## config.mk

```make
export PLATFORM = sky130hd
export DESIGN_NAME = tap_scan_ctrl
export DESIGN_NICKNAME = d
export VERILOG_FILES = /design/src/rtl/tap_pkg.sv /design/src/rtl/tap_fsm.sv /design/src/rtl/tap_instr_reg.sv /design/src/rtl/tap_boundary.sv /design/src/rtl/tap_scan_ctrl.sv
export SDC_FILE = /design/constraint.sdc
export NUM_CORES = 1
export LEC_CHECK = 0
export BUFFER_PORTS_ARGS = -buffer_cell sky130_fd_sc_hd__clkbuf_2
export CAP_MARGIN = 25
export CORE_UTILIZATION = 28
export DETAILED_ROUTE_END_ITERATION = 12
export GPL_TIMING_DRIVEN = 0
export SYNTH_ARGS = -nofsm -noshare
export SYNTH_HDL_FRONTEND = slang
export SYNTH_SLANG_ARGS = --single-unit
```

## constraint.sdc

```tcl
create_clock -name tck -period 3.7 [get_ports tck]
set_input_delay 0.37 -clock tck [delete_from_list [all_inputs] [get_ports tck]]
set_output_delay 0.37 -clock tck [all_outputs]
set_load 0.01 [all_outputs]
```

## src/rtl/tap_pkg.sv

```systemverilog
package tap_pkg;

   typedef enum logic [3:0] {
      ST_RESET,
      ST_IDLE,
      ST_SEL_DR,
      ST_CAP_DR,
      ST_SHF_DR,
      ST_EX1_DR,
      ST_PAU_DR,
      ST_EX2_DR,
      ST_UPD_DR,
      ST_SEL_IR,
      ST_CAP_IR,
      ST_SHF_IR,
      ST_EX1_IR,
      ST_PAU_IR,
      ST_EX2_IR,
      ST_UPD_IR
   } tap_state_e;

   localparam int unsigned CELLS_PER_PIN = 3;

endpackage

```

## src/rtl/tap_fsm.sv

```systemverilog
module tap_fsm
   import tap_pkg::*;
(
   input  logic       tck,
   input  logic       tms,
   output tap_state_e state
);

   tap_state_e nxt;

   always_comb begin
      unique case (state)
         ST_RESET:  nxt = tms ? ST_RESET  : ST_IDLE;
         ST_IDLE:   nxt = tms ? ST_SEL_DR : ST_IDLE;
         ST_SEL_DR: nxt = tms ? ST_SEL_IR : ST_CAP_DR;
         ST_CAP_DR: nxt = tms ? ST_EX1_DR : ST_SHF_DR;
         ST_SHF_DR: nxt = tms ? ST_EX1_DR : ST_SHF_DR;
         ST_EX1_DR: nxt = tms ? ST_UPD_DR : ST_PAU_DR;
         ST_PAU_DR: nxt = tms ? ST_EX2_DR : ST_PAU_DR;
         ST_EX2_DR: nxt = tms ? ST_UPD_DR : ST_SHF_DR;
         ST_UPD_DR: nxt = tms ? ST_SEL_DR : ST_IDLE;
         ST_SEL_IR: nxt = tms ? ST_RESET  : ST_CAP_IR;
         ST_CAP_IR: nxt = tms ? ST_EX1_IR : ST_SHF_IR;
         ST_SHF_IR: nxt = tms ? ST_EX1_IR : ST_SHF_IR;
         ST_EX1_IR: nxt = tms ? ST_UPD_IR : ST_PAU_IR;
         ST_PAU_IR: nxt = tms ? ST_EX2_IR : ST_PAU_IR;
         ST_EX2_IR: nxt = tms ? ST_UPD_IR : ST_SHF_IR;
         ST_UPD_IR: nxt = tms ? ST_SEL_DR : ST_IDLE;
         default:   nxt = ST_RESET;
      endcase
   end

   // No reset pin: the tms sequence alone brings the state home.
   always_ff @(posedge tck) begin
      state <= nxt;
   end

endmodule

```

## src/rtl/tap_instr_reg.sv

```systemverilog
module tap_instr_reg
   import tap_pkg::*;
#(
   parameter int unsigned IR_W = 3
) (
   input  logic            tck,
   input  logic            tdi,
   input  tap_state_e      state,
   output logic            ir_so,
   output logic [IR_W-1:0] ir_cur
);

   localparam logic [IR_W-1:0] CAPTURE_VAL = IR_W'(1);
   localparam logic [IR_W-1:0] RESET_VAL   = '1;

   logic [IR_W-1:0] sr;

   always_ff @(posedge tck) begin
      if (state == ST_CAP_IR) begin
         sr <= CAPTURE_VAL;
      end else if (state == ST_SHF_IR) begin
         sr <= {tdi, sr[IR_W-1:1]};
      end
   end

   always_ff @(negedge tck) begin
      if (state == ST_RESET) begin
         ir_cur <= RESET_VAL;
      end else if (state == ST_UPD_IR) begin
         ir_cur <= sr;
      end
   end

   assign ir_so = sr[0];

endmodule

```

## src/rtl/tap_boundary.sv

```systemverilog
module tap_boundary
   import tap_pkg::*;
#(
   parameter int unsigned NUM_PINS = 4,
   localparam int unsigned BSR_LEN = NUM_PINS * CELLS_PER_PIN
) (
   input  logic                tck,
   input  logic                tdi,
   input  logic                cap_en,
   input  logic                shf_en,
   input  logic                upd_en,
   input  logic                extest,
   input  logic [NUM_PINS-1:0] pad_in,
   input  logic [NUM_PINS-1:0] core_out,
   input  logic [NUM_PINS-1:0] core_oe,
   output logic                bsr_so,
   output logic [BSR_LEN-1:0]  upd_q,
   output logic [NUM_PINS-1:0] pad_out,
   output logic [NUM_PINS-1:0] pad_oe
);

   logic [BSR_LEN-1:0] sr;
   logic [BSR_LEN-1:0] cap_vec;

   for (genvar i = 0; i < NUM_PINS; i++) begin : g_pin
      localparam int unsigned BASE = i * CELLS_PER_PIN;
      assign cap_vec[BASE]     = pad_in[i];
      assign cap_vec[BASE + 1] = core_out[i];
      assign cap_vec[BASE + 2] = core_oe[i];
      assign pad_out[i] = extest ? upd_q[BASE + 1] : core_out[i];
      assign pad_oe[i]  = extest ? upd_q[BASE + 2] : core_oe[i];
   end

   if (BSR_LEN == 1) begin : g_shift_one
      always_ff @(posedge tck) begin
         if (cap_en)      sr <= cap_vec;
         else if (shf_en) sr <= tdi;
      end
   end else begin : g_shift_many
      always_ff @(posedge tck) begin
         if (cap_en)      sr <= cap_vec;
         else if (shf_en) sr <= {tdi, sr[BSR_LEN-1:1]};
      end
   end

   always_ff @(negedge tck) begin
      if (upd_en) upd_q <= sr;
   end

   assign bsr_so = sr[0];

endmodule

```

## src/rtl/tap_scan_ctrl.sv

```systemverilog
module tap_scan_ctrl
   import tap_pkg::*;
#(
   parameter int unsigned NUM_PINS = 4,
   parameter int unsigned IR_W     = 3
) (
   input  logic                tck,
   input  logic                tms,
   input  logic                tdi,
   output logic                tdo,
   output logic                tdo_oe,
   input  logic [NUM_PINS-1:0] pad_in,
   input  logic [NUM_PINS-1:0] core_out,
   input  logic [NUM_PINS-1:0] core_oe,
   output logic [NUM_PINS-1:0] pad_out,
   output logic [NUM_PINS-1:0] pad_oe
);

   localparam int unsigned     BSR_LEN   = NUM_PINS * CELLS_PER_PIN;
   localparam logic [IR_W-1:0] OP_EXTEST = '0;
   localparam logic [IR_W-1:0] OP_SAMPLE = IR_W'(1);

   if (NUM_PINS < 1) begin : g_bad_pins
      $error("NUM_PINS must be at least 1");
   end
   if (IR_W < 2) begin : g_bad_ir
      $error("IR_W must be at least 2");
   end

   tap_state_e         fsm_state;
   logic [IR_W-1:0]    ir_cur;
   logic               ir_so;
   logic               bsr_so;
   logic [BSR_LEN-1:0] bsr_upd;
   logic               sel_bsr;
   logic               is_extest;
   logic               byp_q;
   logic               in_shift;

   tap_fsm u_fsm (
      .tck   (tck),
      .tms   (tms),
      .state (fsm_state)
   );

   tap_instr_reg #(.IR_W(IR_W)) u_ir (
      .tck    (tck),
      .tdi    (tdi),
      .state  (fsm_state),
      .ir_so  (ir_so),
      .ir_cur (ir_cur)
   );

   assign is_extest = (ir_cur == OP_EXTEST);
   assign sel_bsr   = is_extest || (ir_cur == OP_SAMPLE);

   tap_boundary #(.NUM_PINS(NUM_PINS)) u_bsr (
      .tck      (tck),
      .tdi      (tdi),
      .cap_en   (sel_bsr && fsm_state == ST_CAP_DR),
      .shf_en   (sel_bsr && fsm_state == ST_SHF_DR),
      .upd_en   (sel_bsr && fsm_state == ST_UPD_DR),
      .extest   (is_extest),
      .pad_in   (pad_in),
      .core_out (core_out),
      .core_oe  (core_oe),
      .bsr_so   (bsr_so),
      .upd_q    (bsr_upd),
      .pad_out  (pad_out),
      .pad_oe   (pad_oe)
   );

   // One-bit path used by bypass and every unassigned opcode.
   always_ff @(posedge tck) begin
      if (fsm_state == ST_CAP_DR)      byp_q <= 1'b0;
      else if (fsm_state == ST_SHF_DR) byp_q <= tdi;
   end

   assign in_shift = (fsm_state == ST_SHF_IR) || (fsm_state == ST_SHF_DR);

   always_ff @(negedge tck) begin
      tdo_oe <= in_shift;
      if (fsm_state == ST_SHF_IR)      tdo <= ir_so;
      else if (fsm_state == ST_SHF_DR) tdo <= sel_bsr ? bsr_so : byp_q;
   end

endmodule

```

Word-level counts from Yosys, hierarchy flattened
Index checks and enable logic that the tools add are counted.

Register bits: 37. Bits of input ports: 15. Output and inout port bits: 10. Logic and storage cells: 62.

Equality and inequality tests: 16. Mux-type cells: 26. Reduce and logical (&&, ||, !) cells: 12.

Operators by type and width (count): case mux 4 bit (12 select lines) (1); equality test 4 bit, second input constant (8); two-way mux 12 bit (2); equality test 4 x 3 -> 1 bit, second input constant (4); two-way mux 4 bit (4); two-way mux 1 bit (14); equality test 4 x 2 -> 1 bit, second input constant (2); two-way mux 2 bit (3); two-way mux 3 bit (2); equality test 4 x 1 -> 1 bit, second input constant (1); zero test 4 bit (1); nonzero test 2 bit (2); OR reduction 2 bit (2); equality test 3 x 1 -> 1 bit, second input constant (1); logical AND 1 bit (3); zero test 3 bit (1); OR reduction 3 bit (1); logical OR 1 bit (2).

Depth between registers and ports, before layout
Gate-level depths: netlist of the first run.

Word-level depth: 5. Depth in mapped cells: 5. Gate-level depth less buffers: 3.

Modules after synthesis
From an unflattened synthesis of the first run, not the netlist that was laid out.

Cell total of the unflattened synthesis: 135. Area total of the unflattened synthesis: 1730.4 um^2.

Modules (own cells, without submodules): tap_boundary (times used 1, cells an instance 48, area each 1006.0 um^2, sequential area each 720.7 um^2); tap_fsm (times used 1, cells an instance 37, area each 294.0 um^2, sequential area each 80.1 um^2); tap_instr_reg (times used 1, cells an instance 29, area each 244.0 um^2, sequential area each 120.1 um^2); tap_scan_ctrl (times used 1, cells an instance 21, area each 186.4 um^2, sequential area each 70.1 um^2).

==> results of run 1 <==
-- final cells by class --
type / count / area [sq um] / area share [%]
Tap cell: 72 / 90.1 / 4.25
Multi-Input combinational cell: 86 / 719 / 34.0
Clock buffer: 6 / 72.6 / 3.43
Buffer: 9 / 51.3 / 2.42
Sequential cell: 33 / 873 / 41.2
Timing Repair Buffer: 30 / 245 / 11.6
Clock inverter: 15 / 62.6 / 2.95
Inverter: 1 / 3.75 / 0.177
-- per-stage QoR --
| stage | power, mW | area (sq um) | utilization (%) | std cells |
|---|---|---|---|---|
| 2_1_floorplan | 0.780 | 1600 | - | 130 |
| 4_1_cts | 1.18 | 2070 | 37.6 | 252 |
| 5_1_grt | 1.27 | 2120 | 38.5 | 252 |
| 3_5_place_dp | 0.869 | 1810 | 32.8 | 226 |
| 6_report | 1.18 | 2120 | 38.5 | 252 |
| 3_3_place_gp | 0.870 | 1810 | 32.8 | 226 |
-- power by group --
part | leakage [nW] | total (mW) | internal [mW] | switching [mW]
clock | 0.111 | 0.317 | 0.151 | 0.166
combinational | 0.480 | 0.372 | 0.158 | 0.214
sequential | 0.287 | 0.492 | 0.452 | 0.0403
total | 0.878 | 1.18 | 0.761 | 0.420
-- registers in the layout, indices dropped and copies added, names as in the netlist --
| signal | flops |
|---|---|
| u_ir.ir_cur | 3 |
| u_fsm.state | 4 |
| u_bsr.upd_q | 8 |
| tdo_oe | 1 |
| u_bsr.sr | 12 |
| byp_q | 1 |
| u_ir.sr | 3 |
| tdo | 1 |
-- synthesized netlist by cell type (2+ instances only) --
master    count  area [sq um]
nand2_1       9          33.8
nor3_1        2          10.0
nor2b_1       2          12.5
a22oi_1       3          22.5
dfxtp_1      12           240
nand2b_1      3          18.8
edfxtp_1     21           631
clkbuf_1      8          30.0
inv_1         2          7.51
a21oi_1       2          10.0
o22a_1        2          17.5
mux2_4       10           150
nand3_1       2          10.0
nor2_1        9          33.8
mux2_2       10           113
nor3b_1       3          22.5
o21ai_0       8          40.0
-- worst reg2reg max path: stages (launching register included) --
cell and delay [ns]:
dfxtp_2 0.31, or2_4 0.26, buf_4 0.15, or4_4 0.48
buf_12 0.17, mux2_4 0.30
-- per-layer routing --
layer | global-route usage, % | vias to the layer above
li1 | - | 584
met1 | 14.4 | 567
met2 | 19.7 | 32
met3 | 2.94 | 2
met4 | 4.91 | 0
met5 | 0 | -
-- how the worst max path moves through the flow --
stage                         to  slack, ns
finish               u_bsr.sr[6]      -0.13
global route          pad_out[3]      -0.16
CTS                    pad_oe[3]      -0.13
detailed placement    pad_out[1]      -0.04
global placement      pad_out[3]      -0.02
floorplan           u_bsr.sr[10]       0.13
-- cell families (layout without fill, tap and decap cells) --
kind of cell | Yosys count | after routing | share of synthesized area (%)
XOR/XNOR | 1 | 1 | 0.550
multiplexers | 21 | 21 | 17.1
AND/OR/NAND/NOR | 39 | 39 | 13.7
flip-flops | 33 | 33 | 54.7
buffers and inverters | 11 | 61 | 3.06
AO/OA/AOI/OAI | 25 | 25 | 10.9
-- repair_timing --
action,in CTS,in global routing
pin swaps,2,2
gates cloned,1,0
setup buffers,5,0
resized for setup,15,17
setup endpoints to repair,18,23
==> reports/results.tsv, run 1 <==
metric	value	unit
syn_area	1590	sq um
cp-end-kind	flop	
coreArea	5510	sq um
drv_cap	0	
highest_layer	met4	
synthFlopType	edfxtp_1	
htree_levels	2	
ys_ff_latch	33	
antenna_found_initial	0	
drc	0	
cp.depth	5	
r2r_setup_slack	-0.13	ns
r2r_end	u_bsr.sr[6]	
final_common_cell	edfxtp_1	
crit-reg2reg-launch	u_ir.ir_cur[1]	
synth_edf_count	21	
hp-class	in2reg	
dp_slack	-0.0421	ns
hold_viol	0	
status	complete, but fails checks	
drtIter0Drc	37	
finish.net_count	194	
io_pins	25	
syn_area_per_cell	12.3	sq um
dr_total_vias	1185	
num_rows	27	
grt_pass1_vias	1156	
grt_max_degree	13	
cp_slowest_cell	or4_4	
required	3.73	ns
p_per_area	557	nW/um^2
setup_viol	20	
violations	negative setup slack	
p_leak	0.878	nW
startpoint	u_ir.ir_cur[1]	
dr.pass1.iters	4	
ys_warn_count	0	
rsz0062_at_grt	true	
grt_pass1_wl	5470	um
die_w	77.4	um
final.setup.tns	-2.25	ns
drive_gt1_share	36.7	%
clock-sinks	33	
cts_tree	yes	
synthCells	130	
tightestPinTransition	0.603	ns
critPathMaxStageDelay	0.48	ns
holdBufCountCts	0	
die_area	5990	sq um
hold_ws	0.377	ns
slew_viol_final	0	
overflow	0	
path_buf_inv	2	
dr_wl_met2	1570	um
hold_path_depth	3	
clk_pin_slew	0.08	ns
final.fill_count	541	
startpoint_type	flop	
ant_nets	0	
gr-usage-all-layers	11.8	%
port_buffers	24	
critPathKind	reg2reg	
fin_skew	0.0751	ns
synth_cell_type_count	39	
synth_nets	145	
cp_top_family	simple AND/OR/NAND/NOR gates	
area_delta_synth_final	33.0	%
slew_headroom	59.6	%
routed_wl	3320	um
wl_met3	139	um
m1WireLength	1610	um
wl_per_cell	13.2	um
dieHeight	77.4	um
min_to	u_ir.sr[2]	
synthArstFlopShare	0	%
start_util	28.9	%
yosysSeqAreaShare	54.7	%
cts_buffer_depth	2	
hpwl	2220	um
avgViaCountPerCell	4.70	
numCtsBuffers	5	
clock_tree.root_cell	clkbuf_8	
cp_data_arrival_time	3.85	ns
hp-start	tdi	
layout_common_cells	edfxtp_1 (21), clkbuf_2 (18), mux2_4 (18)	
n_antenna_cell	0	
worstPathMaxFanout	5	
routabilityCongestion	0.771	
rr_worst_depth	5	
setup_ws	-0.126	ns
clkLatencyLatePin	0.35	ns
ir_worst_vdd	0.299	mV
cp_cell_sequence	or2_4 -> buf_4 -> or4_4 -> buf_12 -> mux2_4	
(Power assumes the default switching activity.)
==> run 2, diff against run 1 <==
--- a/config.mk
+++ b/config.mk
@@ -7,9 +7,11 @@
 export LEC_CHECK = 0
 export BUFFER_PORTS_ARGS = -buffer_cell sky130_fd_sc_hd__clkbuf_2
 export CAP_MARGIN = 25
+export CORE_MARGIN = 2
 export CORE_UTILIZATION = 28
 export DETAILED_ROUTE_END_ITERATION = 12
 export GPL_TIMING_DRIVEN = 0
+export PLACE_DENSITY = 0.53
 export SYNTH_ARGS = -nofsm -noshare
 export SYNTH_HDL_FRONTEND = slang
 export SYNTH_SLANG_ARGS = --single-unit
==> reports/results.tsv, run 2 (same netlist as run 1, synthesis figures left out) <==
metric	value	unit	change
status	complete, but fails checks		unchanged
violations	negative setup slack		unchanged
cp_slowest_cell	dfxtp_2		was or4_4
final.fill_count	564		was 541
ir_worst_vdd	0.263	mV	was 0.299 mV
drtIter0Drc	34		was 37
antenna_found_initial	0		unchanged
dr_total_vias	1192		was 1185
largestRegisters	u_bsr.sr (12), u_bsr.upd_q (8), u_fsm.state (4)		unchanged
dp_slack	-0.0606	ns	was -0.0421 ns
hp-start	tdi		unchanged
largest_register_ffs	12		unchanged
placed_area	1810	sq um	unchanged
cts_buffer_depth	2		unchanged
hpwl	2360	um	was 2220 um
ant_nets	0		unchanged
htree_levels	2		unchanged
clk_pin_slew	0.07	ns	was 0.08 ns
area_delta_synth_final	31.4	%	was 33.0%
critPathKind	reg2out		was reg2reg
gr-usage-all-layers	11.6	%	was 11.8%
tightestPinTransition	0.603	ns	about the same
holdBufCountCts	0		unchanged
wl_per_cell	13.7	um	was 13.2 um
grt_pass1_vias	1210		was 1156
overflow	0		unchanged
dieHeight	79.4	um	was 77.4 um
drv_cap	0		unchanged
rsz0062_at_grt	true		unchanged
regMostFlops	u_bsr.sr		unchanged
fin_area	2090	sq um	was 2120 sq um
required	3.33	ns	was 3.73 ns
slew_headroom	59.7	%	was 59.6%
startpoint_type	flop		unchanged
hold_viol	0		unchanged
cp-end-kind	output port		was flop
num_rows	27		unchanged
startpoint	u_ir.ir_cur[1]		unchanged
postLayoutCoreUtil	38.0	%	was 38.5%
cp_cell_sequence	or2_4 -> nor2_4 -> buf_12 -> mux2_4 -> buf_6		was or2_4 -> buf_4 -> or4_4 -> buf_12 -> mux2_4
final_common_cell	edfxtp_1		unchanged
path_buf_inv	2		unchanged
numCtsBuffers	5		unchanged
dr.pass1.iters	4		unchanged
p_leak	0.872	nW	was 0.878 nW
p_per_area	606	nW/um^2	was 557 nW/um^2
hold_ws	0.358	ns	was 0.377 ns
grt_pass1_wl	5540	um	was 5470 um
final.setup.tns	-1.94	ns	was -2.25 ns
post_layout_nonfiller_instances	249		was 252
grt_max_degree	13		unchanged
layout_common_cells	edfxtp_1 (21), clkbuf_2 (20), mux2_4 (18)		was edfxtp_1 (21), clkbuf_2 (18), mux2_4 (18)
die_area	6310	sq um	was 5990 sq um
start_util	28.9	%	unchanged
port_buffers	24		unchanged
setup_viol	18		was 20
routed_wl	3400	um	was 3320 um
clkLatencyLatePin	0.35	ns	about the same
critPathMaxStageDelay	0.32	ns	was 0.48 ns
power	1.27	mW	was 1.18 mW
setup_ws	-0.118	ns	was -0.126 ns
fin_skew	0.0646	ns	was 0.0751 ns
crit-reg2reg-launch	u_ir.ir_cur[1]		unchanged
drc	0		unchanged
worstPathMaxFanout	8		was 5
hp-class	in2reg		unchanged
dp_cells	226		unchanged
drive_gt1_share	36.7	%	about the same
avgViaCountPerCell	4.79		was 4.70
routabilityCongestion	0.819		was 0.771
cp_top_family	simple AND/OR/NAND/NOR gates		unchanged
slew_viol_final	0		unchanged
die_w	79.4	um	was 77.4 um
io_pins	25		unchanged
finish.net_count	191		was 194
cts_tree	yes		unchanged
coreArea	5510	sq um	unchanged
cp_data_arrival_time	3.45	ns	was 3.85 ns
clock_tree.root_cell	clkbuf_8		unchanged
n_antenna_cell	0		unchanged
clock-sinks	33		unchanged
## run 2: changes by cell type in the layout (fill, tap and decap cells not counted)
cell and delta:
buf_4 -1, buf_16 -1, bufinv_16 +1, clkinvlp_2 -1
buf_6 -2, clkinv_2 +1, clkbuf_2 +2, clkbuf_1 -2
## run 2: path summary, 6_finish.rpt
check | slack, ns | to | cells after the start
max reg2reg | -0.11 | u_bsr.sr[2] | 5
max | -0.12 | pad_oe[3] | 5
min | 0.36 | u_ir.sr[2] | 3
min reg2reg | 0.49 | u_ir.sr[1] | 2
## run 2: where the power goes
group	switching, mW	internal [mW]	total [mW]	leakage [nW]
Clock	0.172	0.219	0.391	0.127
Sequential	0.0442	0.452	0.496	0.287
Combinational	0.225	0.156	0.381	0.457
## run 2: repair_timing
| item | 4_1_cts | 5_1_grt |
|---|---|---|
| gates resized for setup | 14 | 16 |
| pin swaps | 2 | 1 |
| buffers inserted | 3 | 0 |
| setup endpoints to repair | 15 | 20 |
## run 2: worst min-delay path, stage by stage
cell and delay, ns:
clkbuf_2 0.11, nand2_1 0.06, o21ai_0 0.06
## run 2: layout make-up
| class | instances | area (sq um) | share of cell area (%) |
|---|---|---|---|
| plain buffers | 9 | 52.6 | 2.51 |
| flip-flops and latches | 33 | 873 | 41.7 |
| clock buffers | 5 | 68.8 | 3.29 |
| well taps | 72 | 90.1 | 4.30 |
| multi-input cells | 86 | 719 | 34.4 |
| clock inverters | 16 | 92.6 | 4.42 |
| inverters | 1 | 3.75 | 0.179 |
| repair buffers | 27 | 193 | 9.21 |
## run 2: per-layer routing
metal	wire [um]	vias to the layer above	global-route usage (%)
li1	-	578	-
met1	1510	576	13.4
met2	1650	30	19.4
met3	164	8	3.05
met5	0	-	0
met4	79	0	6.21
